<file path="src/rtl/cfgmux_pkg.sv">
package cfgmux_pkg;

    // bit 1: register mode, bit 0: stored data selected
    typedef enum logic [1:0] {
        SRC_PIN_EXT = 2'b00,
        SRC_PIN_NV  = 2'b01,
        SRC_REG_EXT = 2'b10,
        SRC_REG_NV  = 2'b11
    } src_state_e;

    localparam int CTL_W       = 2;
    localparam int CTL_MODE_BIT = 1;
    localparam int CTL_SRC_BIT  = 0;

endpackage

</file>
<file path="src/rtl/cfgmux_sync.sv">
module cfgmux_sync #(
    parameter int STAGES = 2
) (
    input  logic clk,
    input  logic rst_n,
    input  logic d_in,
    output logic d_sync
);
    logic [STAGES-1:0] chain;

    generate
        for (genvar i = 0; i < STAGES; i++) begin : g_stage
            if (i == 0) begin : g_first
                always_ff @(posedge clk or negedge rst_n) begin
                    if (!rst_n) chain[i] <= 1'b0;
                    else        chain[i] <= d_in;
                end
            end else begin : g_rest
                always_ff @(posedge clk or negedge rst_n) begin
                    if (!rst_n) chain[i] <= 1'b0;
                    else        chain[i] <= chain[i-1];
                end
            end
        end
    endgenerate

    assign d_sync = chain[STAGES-1];

endmodule

</file>
<file path="src/rtl/cfgmux_ctrl.sv">
module cfgmux_ctrl
    import cfgmux_pkg::*;
(
    input  logic             clk,
    input  logic             rst_n,
    input  logic             pin_sync,
    input  logic             ack_stb,
    input  logic [CTL_W-1:0] wr_bits,
    output src_state_e       state,
    output logic             stored_sel,
    output logic             side_load
);
    logic [CTL_W-1:0] ctl_q;
    logic             pin_prev;
    logic             pin_rise;
    logic             reg_capture;
    logic             pin_mode;
    logic             side_follow;
    src_state_e       state_nxt;

    // control register, written at the bus acknowledge
    always_ff @(posedge clk or negedge rst_n) begin
        if (!rst_n)       ctl_q <= '0;
        else if (ack_stb) ctl_q <= wr_bits;
    end

    always_ff @(posedge clk or negedge rst_n) begin
        if (!rst_n) pin_prev <= 1'b0;
        else        pin_prev <= pin_sync;
    end

    assign pin_rise    = pin_sync & ~pin_prev;
    assign reg_capture = ack_stb & wr_bits[CTL_MODE_BIT] & ~ctl_q[CTL_MODE_BIT];

    // state register
    always_ff @(posedge clk or negedge rst_n) begin
        if (!rst_n) state <= SRC_PIN_EXT;
        else        state <= state_nxt;
    end

    // next-state logic
    always_comb begin
        state_nxt = state;
        unique case (state)
            SRC_PIN_EXT: begin
                if (ctl_q[CTL_MODE_BIT])
                    state_nxt = ctl_q[CTL_SRC_BIT] ? SRC_REG_NV : SRC_REG_EXT; // handover
                else if (!pin_sync)
                    state_nxt = SRC_PIN_NV;                                   // pin-low
            end
            SRC_PIN_NV: begin
                if (ctl_q[CTL_MODE_BIT])
                    state_nxt = ctl_q[CTL_SRC_BIT] ? SRC_REG_NV : SRC_REG_EXT; // handover
                else if (pin_sync)
                    state_nxt = SRC_PIN_EXT;                                  // pin-high
            end
            SRC_REG_EXT: begin
                if (!ctl_q[CTL_MODE_BIT])
                    state_nxt = pin_sync ? SRC_PIN_EXT : SRC_PIN_NV;          // release
                else if (ctl_q[CTL_SRC_BIT])
                    state_nxt = SRC_REG_NV;                                   // reg-to-stored
            end
            SRC_REG_NV: begin
                if (!ctl_q[CTL_MODE_BIT])
                    state_nxt = pin_sync ? SRC_PIN_EXT : SRC_PIN_NV;          // release
                else if (!ctl_q[CTL_SRC_BIT])
                    state_nxt = SRC_REG_EXT;                                  // reg-to-external
            end
            default: state_nxt = SRC_PIN_EXT;
        endcase
    end

    // outputs decoded from the state
    always_comb begin
        pin_mode    = 1'b1;
        stored_sel  = 1'b0;
        side_follow = 1'b0;
        unique case (state)
            SRC_PIN_EXT: begin pin_mode = 1'b1; stored_sel = 1'b0; side_follow = 1'b0; end
            SRC_PIN_NV:  begin pin_mode = 1'b1; stored_sel = 1'b1; side_follow = 1'b0; end
            SRC_REG_EXT: begin pin_mode = 1'b0; stored_sel = 1'b0; side_follow = 1'b0; end
            SRC_REG_NV:  begin pin_mode = 1'b0; stored_sel = 1'b1; side_follow = 1'b1; end
            default:     begin pin_mode = 1'b1; stored_sel = 1'b0; side_follow = 1'b0; end
        endcase
    end

    // side latch: transparent while the synchronized pin is low, captures on
    // its rise in pin mode; captures on the mode-bit set in register mode
    assign side_load = reg_capture | side_follow |
                       (pin_mode & (~pin_sync | pin_rise));

endmodule

</file>
<file path="src/rtl/cfgmux_store.sv">
module cfgmux_store #(
    parameter int NV_W = 6
) (
    input  logic            clk,
    input  logic            rst_n,
    input  logic [NV_W-1:0] nv_bits,
    input  logic            prog_busy,
    input  logic            side_load,
    output logic [NV_W-1:0] held_bits,
    output logic            side_q
);
    // working copy of the stored word, frozen during programming
    always_ff @(posedge clk or negedge rst_n) begin
        if (!rst_n)          held_bits <= '0;
        else if (!prog_busy) held_bits <= nv_bits;
    end

    always_ff @(posedge clk or negedge rst_n) begin
        if (!rst_n)         side_q <= 1'b0;
        else if (side_load) side_q <= held_bits[NV_W-1];
    end

endmodule

</file>
<file path="src/rtl/cfgmux_drive.sv">
module cfgmux_drive #(
    parameter int EXT_W = 5
) (
    input  logic             stored_sel,
    input  logic             force_low_n,
    input  logic [EXT_W-1:0] ext_in,
    input  logic [EXT_W-1:0] held_low,
    input  logic             side_q,
    output logic [EXT_W-1:0] mux_val,
    output logic [EXT_W-1:0] mux_pd_en,
    output logic             side_val,
    output logic             side_pd_en
);
    logic forced;

    assign forced = stored_sel & ~force_low_n;

    generate
        for (genvar b = 0; b < EXT_W; b++) begin : g_bit
            always_comb begin
                if (!stored_sel)  mux_val[b] = ext_in[b];
                else if (forced)  mux_val[b] = 1'b0;
                else              mux_val[b] = held_low[b];
            end
            assign mux_pd_en[b] = ~mux_val[b];
        end
    endgenerate

    assign side_val   = forced ? 1'b0 : side_q;
    assign side_pd_en = ~side_val;

endmodule

</file>
<file path="src/rtl/cfgmux_top.sv">
module cfgmux_top
    import cfgmux_pkg::*;
#(
    parameter int EXT_W       = 5,
    parameter int SYNC_STAGES = 2
) (
    input  logic             clk,
    input  logic             rst_n,
    input  logic             sel_pin,
    input  logic             force_low_n,
    input  logic [EXT_W-1:0] ext_in,
    input  logic [EXT_W:0]   nv_bits,
    input  logic             ctl_ack_stb,
    input  logic [1:0]       ctl_wr_bits,
    input  logic             prog_busy,
    output logic [EXT_W-1:0] mux_val,
    output logic [EXT_W-1:0] mux_pd_en,
    output logic             side_val,
    output logic             side_pd_en
);
    localparam int NV_W = EXT_W + 1;

    logic            pin_sync;
    src_state_e      state;
    logic            stored_sel;
    logic            side_load;
    logic [NV_W-1:0] held_bits;
    logic            side_q;

    cfgmux_sync #(.STAGES(SYNC_STAGES)) u_sync (
        .clk    (clk),
        .rst_n  (rst_n),
        .d_in   (sel_pin),
        .d_sync (pin_sync)
    );

    cfgmux_ctrl u_ctrl (
        .clk        (clk),
        .rst_n      (rst_n),
        .pin_sync   (pin_sync),
        .ack_stb    (ctl_ack_stb),
        .wr_bits    (ctl_wr_bits),
        .state      (state),
        .stored_sel (stored_sel),
        .side_load  (side_load)
    );

    cfgmux_store #(.NV_W(NV_W)) u_store (
        .clk       (clk),
        .rst_n     (rst_n),
        .nv_bits   (nv_bits),
        .prog_busy (prog_busy),
        .side_load (side_load),
        .held_bits (held_bits),
        .side_q    (side_q)
    );

    cfgmux_drive #(.EXT_W(EXT_W)) u_drive (
        .stored_sel  (stored_sel),
        .force_low_n (force_low_n),
        .ext_in      (ext_in),
        .held_low    (held_bits[EXT_W-1:0]),
        .side_q      (side_q),
        .mux_val     (mux_val),
        .mux_pd_en   (mux_pd_en),
        .side_val    (side_val),
        .side_pd_en  (side_pd_en)
    );

endmodule

</file>
<file path="config.mk">
export PLATFORM = sky130hd
export DESIGN_NAME = cfgmux_top
export DESIGN_NICKNAME = d
export VERILOG_FILES = /design/src/rtl/cfgmux_pkg.sv /design/src/rtl/cfgmux_sync.sv /design/src/rtl/cfgmux_ctrl.sv /design/src/rtl/cfgmux_store.sv /design/src/rtl/cfgmux_drive.sv /design/src/rtl/cfgmux_top.sv
export SDC_FILE = /design/constraint.sdc
export NUM_CORES = 1
export LEC_CHECK = 0
export ABC_AREA = 1
export BUFFER_PORTS_ARGS = -buffer_cell sky130_fd_sc_hd__buf_4
export CAP_MARGIN = 20
export CORE_MARGIN = 2
export CORE_UTILIZATION = 30
export CTS_CLUSTER_DIAMETER = 100
export CTS_CLUSTER_SIZE = 12
export DETAILED_ROUTE_END_ITERATION = 10
export GPL_TIMING_DRIVEN = 0
export PLACE_DENSITY = 0.6
export SLEW_MARGIN = 10
export SYNTH_ARGS = -nofsm -noshare
export SYNTH_HDL_FRONTEND = slang
export SYNTH_SLANG_ARGS = --single-unit
</file>
<file path="constraint.sdc">
create_clock -name clk -period 2.8 [get_ports clk]
set_input_delay 0.7 -clock clk [delete_from_list [all_inputs] [get_ports clk]]
set_output_delay 0.7 -clock clk [all_outputs]
set_load 0.03 [all_outputs]
</file>
==> results of run 1 <==
-- cells in the mapped netlist --
cell	n
sky130_fd_sc_hd__nand2_1	26
sky130_fd_sc_hd__inv_1	23
sky130_fd_sc_hd__nor2_1	21
sky130_fd_sc_hd__dfrtp_1	14
sky130_fd_sc_hd__a21oi_1	5
sky130_fd_sc_hd__o22ai_1	5
sky130_fd_sc_hd__o21ai_0	4
sky130_fd_sc_hd__buf_2	1
sky130_fd_sc_hd__buf_6	1
sky130_fd_sc_hd__clkbuf_1	1
sky130_fd_sc_hd__inv_2	1
sky130_fd_sc_hd__mux2_2	1
sky130_fd_sc_hd__nand2_2	1
sky130_fd_sc_hd__nand3_1	1
sky130_fd_sc_hd__o211ai_1	1
-- area by class of cell --
type	count	area, sq um	area share
Sequential cell	14	350	0.336
Tap cell	30	37.5	0.0360
Timing Repair Buffer	30	225	0.216
Multi-Input combinational cell	65	283	0.271
Inverter	24	90.1	0.0864
Clock buffer	4	36.3	0.0348
Buffer	3	20.0	0.0192
-- routing by layer --
layer  vias to the layer above  track usage  part of all wire
met2                        16        0.187              0.48
met3                         2       0.0167             0.038
li1                        383            -                 -
met1                       317        0.162              0.47
met4                         0       0.0769             0.014
met5                         -            0                 0
-- cells in the final DEF, fill, tap and decap left out, types with 3 or more instances in the layout --
cell / n
sky130_fd_sc_hd__clkbuf_4: 3
sky130_fd_sc_hd__o22ai_1: 5
sky130_fd_sc_hd__o21ai_0: 4
sky130_fd_sc_hd__a21oi_1: 5
sky130_fd_sc_hd__inv_1: 23
sky130_fd_sc_hd__dfrtp_1: 14
sky130_fd_sc_hd__nor2_1: 21
sky130_fd_sc_hd__nand2_1: 26
sky130_fd_sc_hd__buf_4: 30
-- stage by stage --
step           cell area, sq um  instances   util
2_1_floorplan               743        106      -
3_3_place_gp               1010        166  0.417
3_5_place_dp               1010        166  0.417
4_1_cts                    1040        170  0.433
5_1_grt                    1040        170  0.433
6_report                   1040        170  0.433
-- kinds of logic after synthesis --
group	share of synthesized area
buf+inv	0.148
simple gates	0.253
flops	0.471
mux	0.0152
compound gates	0.113
-- worst register-to-register path, cell delays in order (launching register included) --
cell and delay, ns:
sky130_fd_sc_hd__dfrtp_1 0.46, sky130_fd_sc_hd__inv_2 0.09, sky130_fd_sc_hd__nor2_1 0.14, sky130_fd_sc_hd__nand2_1 0.07, sky130_fd_sc_hd__nand2_1 0.06, sky130_fd_sc_hd__nor2_1 0.04, sky130_fd_sc_hd__nand2_1 0.05, sky130_fd_sc_hd__nand2_1 0.05
-- state kept, by name (all words and copies together), names as in the netlist --
| name | count |
|---|---|
| u_ctrl.ctl_q | 2 |
| u_ctrl.state | 2 |
| u_sync.d_sync | 1 |
| u_store.held_bits | 6 |
| u_ctrl.pin_prev | 1 |
| u_store.side_q | 1 |
| u_sync.chain | 1 |
-- power groups by stage --
stage          combinational, W  clock (W)  sequential [W]
6_report               0.000437   0.000147        0.000250
5_1_grt                0.000475   0.000159        0.000255
4_1_cts                0.000442   0.000151        0.000250
3_5_place_dp           0.000440          0        0.000254
3_3_place_gp           0.000440          0        0.000253
2_1_floorplan          0.000291          0        0.000248
-- final timing paths --
kind,endpoint,slack (ns),cells past startpoint
worst max-delay path,mux_pd_en[2],0.71,5
worst min-delay path,u_store.held_bits[0],0.25,1
worst max register to register,u_ctrl.state[0],1.75,7
worst min register to register,u_sync.d_sync,0.37,0
max in group asynchronous,u_sync.d_sync,2.38,1
min in group clk,u_sync.d_sync,0.37,0
==> results.py, run 1 <==
metrics = {
    "worst_setup_path": {
        "worst_path_largest_cell_delay_ns": 0.44,
        "cp-start-kind": "register",
        "crit_arrival_ns": 1.39,
        "crit_path_cell_trace": "buf_6, nand2_2, o22ai_1, inv_1, buf_4",
        "cpMaxStageDelayCell": "sky130_fd_sc_hd__dfrtp_1",
        "r2r_start": "u_ctrl.ctl_q[1]",
        "worstPathRequired_ns": 2.10,
        "timing.setup.critical_path_class": "reg2out",
        "worstPathMaxFanout": 10,
        "worst_setup_path_end_kind": "output port",
        "worst_setup_path_startpoint": "u_ctrl.state[0]",
        "cp_num_buf_inv": 3,
        "critical_path.top_delay_family": "flip-flops",
    },
    "clocking": {
        "ctsHoldBuffers": 0,
        "worst_skew_pair.late_latency_ns": 0.28,
        "clkSinkCount": 14,
        "tritoncts": "done",
        "cts-root-to-sink-buffers": 2,
        "post-cts-setup-buffer-count": 0,
        "post_cts_resize_count": 0,
        "clk_pin_slew_ns": 0.09,
        "cts.htree.levels": 1,
        "cts_inserted_buffers": 3,
        "clock_tree.root_cell": "sky130_fd_sc_hd__clkbuf_4",
    },
    "min_path": {
        "hold_path.class": "in2async",
    },
    "yosys": {
        "synthTopCellsByArea": "sky130_fd_sc_hd__dfrtp_1, sky130_fd_sc_hd__nand2_1, sky130_fd_sc_hd__inv_1",
        "post_synth.cell_area_avg_sq_um": 7.01,
        "synth_top_area_share": 0.471,
        "synthesis.yosys.warnings": 0,
        "yosysSeqAreaShare": 0.471,
        "postSynthRegisterBits": 14,
        "synthesis.nets": 125,
        "synthDistinctLibCells": 15,
        "synthesis.area_sq_um": 743,
        "netlist.top_cell.by_area": "sky130_fd_sc_hd__dfrtp_1",
        "synth_cells": 106,
    },
    "finish": {
        "final.fill_count": 234,
        "layout-drive-gt1-share": 0.279,
        "antenna_cells": 0,
        "fin_nets": 160,
        "flow.area_growth_from_synthesis_pct": 40.2,
    },
    "sta": {
        "finalClockSkew_ns": 0.00274,
        "finalSetupTns_ns": 0,
        "max_slew_headroom": 0.830,
        "clock.fmax_ghz": 0.479,
        "maxSlewViolCount": 0,
        "report.final.setup_viol": 0,
        "finalCritPeriodShare": 0.745,
        "final_critical_path_setup_slack_ns": 0.713,
        "actual_transition_at_the_worst_max_transition_pin_ns": 0.252,
        "report.final.hold_viol_count": 0,
        "rsz_0062_raised_after_global_routing": "false",
        "worst_hold_slack_ns": 0.251,
        "period_needed_ns": 2.09,
    },
    "grt": {
        "overflow": 0,
        "first_global_vias": 591,
        "grt_max_degree": 15,
        "number_of_antenna_violations_at_the_first_check_in_global_routing": 0,
        "track_usage": 0.122,
        "grt_first_pass_wirelength_um": 2480,
    },
    "placement": {
        "dp_worst_setup_slack_ns": 0.809,
        "portBuffers": 30,
        "routabilityCongestion": 0.845,
        "post-dp-hpwl_um": 1260,
    },
    "floorplanning": {
        "coreArea_sq_um": 2410,
        "horizontal_extent_of_the_die_um": 53.8,
        "ioPinCount": 31,
        "fp.dieArea_sq_um": 2890,
        "dieHeight_um": 53.8,
        "fp-row-count": 18,
        "floorplan.initialDensity": 0.308,
    },
    "power_and_ir_drop": {
        "power.total_w": 0.000833,
        "p_seq_frac": 0.300,
        "p_int_w": 0.000471,
        "cellLeakagePower_nw": 0.604,
        "clock_share_of_power": 0.176,
        "fraction_of_power_spent_switching_nets": 0.434,
        "power.net_switching_w": 0.000362,
        "ir_worst_vdd_mv": 0.460,
        "pwr_density_cell_nw_per_um2": 799,
        "combinationalPowerShare": 0.524,
    },
    "status": {
        "status": "completed",
    },
    "drt": {
        "detailedRoute.firstIterationViolations": 13,
        "wl_per_cell_um": 9.04,
        "vias": 718,
        "drcViolationCount": 0,
        "drt-pass1-iter-count": 4,
        "drt-vias-per-instance": 4.22,
        "route.antenna.remaining_nets": 0,
        "routed_wirelength_um": 1540,
    },
    "run": {
        "timing.max_cap.violations": 0,
    },
}
Note: power is estimated with default switching activity, not from simulation.
==> run 2, diff against run 1 <==
--- a/config.mk
+++ b/config.mk
@@ -14,7 +14,7 @@
 export CTS_CLUSTER_SIZE = 12
 export DETAILED_ROUTE_END_ITERATION = 10
 export GPL_TIMING_DRIVEN = 0
-export PLACE_DENSITY = 0.6
+export PLACE_DENSITY = 0.62
 export SLEW_MARGIN = 10
 export SYNTH_ARGS = -nofsm -noshare
 export SYNTH_HDL_FRONTEND = slang
==> constraint.sdc (replaced) <==
create_clock -name clk -period 1.9 [get_ports clk]
set_input_delay 0.475 -clock clk [delete_from_list [all_inputs] [get_ports clk]]
set_output_delay 0.475 -clock clk [all_outputs]
set_load 0.03 [all_outputs]
==> run 2 against run 1 <==
Net effect:
- combinational power grew 48%
- design area fell by 1.2%
- flip-flop and latch count is the same
- clock power grew 10%
- utilization shrank 0.52 points
- register-to-register slack got worse by 0.93 ns
- worst hold slack lost 0.22 ns
- worst setup slack worse by 0.64 ns
- wire length down 0.39%
- count of clock-buffer cells in the layout shrank 1
- sequential share of layout area rose by 0.53 points
- global-route usage up 0.56 points
- critical path type unchanged
- critical endpoint is now mux_pd_en[0]
- largest cell class unchanged
==> results.py, run 2 (synthesized netlist as in run 1, its figures left out) <==
metrics = {
    "status": {
        "status": "completed",
    },
    "sta": {
        "maxSlewViolCount": 0,
        "clock.fmax_ghz": 0.546,
        "finalCritPeriodShare": 0.963,
        "rsz_0062_raised_after_global_routing": "true",
        "period_needed_ns": 1.83,
        "actual_transition_at_the_worst_max_transition_pin_ns": 0.236,
        "report.final.hold_viol_count": 0,
        "report.final.setup_viol": 0,
        "finalClockSkew_ns": 0.00508,
        "max_slew_headroom": 0.842,
    },
    "finish": {
        "antenna_cells": 0,
        "layout_commonest_cell": "sky130_fd_sc_hd__buf_4",
        "largest_register_ffs": 6,
        "largest_registers": "u_store.held_bits: 6 flops, u_ctrl.ctl_q: 2 flops, u_ctrl.state: 2 flops",
        "fin_nets": 160,
        "final_area_sq_um": 1030,
        "layout.cells.most_common_list": "sky130_fd_sc_hd__buf_4, sky130_fd_sc_hd__nand2_1, sky130_fd_sc_hd__inv_1",
        "flow.area_growth_from_synthesis_pct": 38.6,
        "largest_register": "u_store.held_bits",
        "final.fill_count": 238,
        "layout-drive-gt1-share": 0.281,
    },
    "clocking": {
        "clock_tree.root_cell": "sky130_fd_sc_hd__clkbuf_4",
        "post-cts-setup-buffer-count": 0,
        "clkSinkCount": 14,
        "tritoncts": "done",
        "cts.htree.levels": 1,
        "clk_pin_slew_ns": 0.08,
        "cts_inserted_buffers": 3,
        "cts-root-to-sink-buffers": 2,
        "worst_skew_pair.late_latency_ns": 0.27,
    },
    "power_and_ir_drop": {
        "pwr_density_cell_nw_per_um2": 1150,
        "cellLeakagePower_nw": 0.595,
        "power.total_w": 0.00118,
        "ir_worst_vdd_mv": 0.768,
    },
    "grt": {
        "number_of_antenna_violations_at_the_first_check_in_global_routing": 0,
        "grt_max_degree": 15,
        "overflow": 0,
        "grt_first_pass_wirelength_um": 2610,
        "first_global_vias": 614,
        "track_usage": 0.128,
    },
    "floorplanning": {
        "ioPinCount": 31,
        "fp-row-count": 18,
        "fp.dieArea_sq_um": 2890,
        "coreArea_sq_um": 2410,
        "horizontal_extent_of_the_die_um": 53.8,
        "dieHeight_um": 53.8,
        "floorplan.initialDensity": 0.308,
    },
    "worst_setup_path": {
        "worstPathMaxFanout": 10,
        "crit_path_cell_trace": "buf_6, nand2_2, o22ai_1, inv_1, buf_4",
        "timing.setup.critical_path_class": "reg2out",
        "worst_setup_path_end_kind": "output port",
        "cp-start-kind": "register",
        "timing.reg2reg.worst_path_depth": 7,
        "worst_path_largest_cell_delay_ns": 0.42,
        "worstPathRequired_ns": 1.42,
        "cpMaxStageDelayCell": "sky130_fd_sc_hd__dfrtp_2",
        "crit_arrival_ns": 1.36,
    },
    "drt": {
        "drt-pass1-iter-count": 3,
        "routed_wirelength_um": 1530,
        "route.antenna.remaining_nets": 0,
        "detailedRoute.firstIterationViolations": 17,
        "drcViolationCount": 0,
        "wl_per_cell_um": 9.05,
        "drt-vias-per-instance": 4.36,
        "vias": 737,
    },
    "placement": {
        "placed_cell_area_sq_um": 1010,
        "portBuffers": 30,
        "post-dp-hpwl_um": 1270,
        "routabilityCongestion": 0.788,
    },
    "run": {
        "timing.max_cap.violations": 0,
    },
    "min_path": {
        "hold_path.class": "in2async",
    },
}
## run 2: cell types whose count changed in the layout (fill, tap and decap cells not counted)
cell	change
sky130_fd_sc_hd__o21ai_0	-1
sky130_fd_sc_hd__o21ai_1	+1
sky130_fd_sc_hd__clkbuf_8	-1
sky130_fd_sc_hd__dfrtp_1	-1
sky130_fd_sc_hd__dfrtp_2	+1
## run 2: per-layer routing
metal,GRT usage,up-vias,share of wire,wire length (um)
li1,-,383,-,-
met1,0.161,334,0.45,689
met2,0.201,18,0.50,761
met3,0.0250,2,0.040,61
met4,0.0769,0,0.012,18
met5,0,-,0,0
## run 2: stage by stage
stage	setup TNS [ns]	setup slack (ns)	hold WS [ns]	instances	utilization
floorplan	-0.0833	-0.0167	0.179	106	-
global placement	0	0.363	0.333	166	0.417
detailed placement	0	0.314	0.335	166	0.417
CTS	0	0.00426	0.0317	169	0.427
global route	-0.0566	-0.0255	0.0337	169	0.427
finish	0	0.0697	0.0327	169	0.427
## run 2: path summary, 6_finish.rpt
kind,startpoint,end,slack (ns)
worst max-delay path,u_ctrl.state[0],mux_pd_en[0],0.07
worst min-delay path,rst_n,u_store.held_bits[0],0.03
worst max register to register,u_ctrl.ctl_q[1],u_ctrl.state[0],0.82
worst min register to register,u_sync.chain[0],u_sync.d_sync,0.35
max in group asynchronous,rst_n,u_ctrl.state[0],1.69
min in group clk,sel_pin,u_sync.chain[0],0.31
## run 2: repair_timing
| item | in CTS | in global routing |
|---|---|---|
| hold endpoints to repair | 0 | 0 |
| gates resized for setup | 0 | 1 |
| endpoints found under the setup margin | 0 | 9 |
| hold buffers | 0 | 0 |
## run 2: final cells by class
type                       count  area (sq um)  share of cell area
tap                           30          37.5              0.0365
buffer                         3          20.0              0.0194
clock buffer                   3          22.5              0.0219
inverter                      24          90.1              0.0875
timing repair buffer          30           225               0.219
sequential                    14           352               0.341
multi-input combinational     65           283               0.275
## run 2: report_power, final
part	leakage [nW]	switching [W]	internal, W
clock	0.0138	0.0000887	0.0000733
sequential	0.161	0.0000339	0.000337
combinational	0.420	0.000404	0.000244
## run 2: worst max-delay path, delay by kind of cell (launching register included)
kind | cells | cell delay, ns
flops | 1 | 0.42
buf+inv | 3 | 0.39
compound gates | 1 | 0.18
simple gates | 1 | 0.09
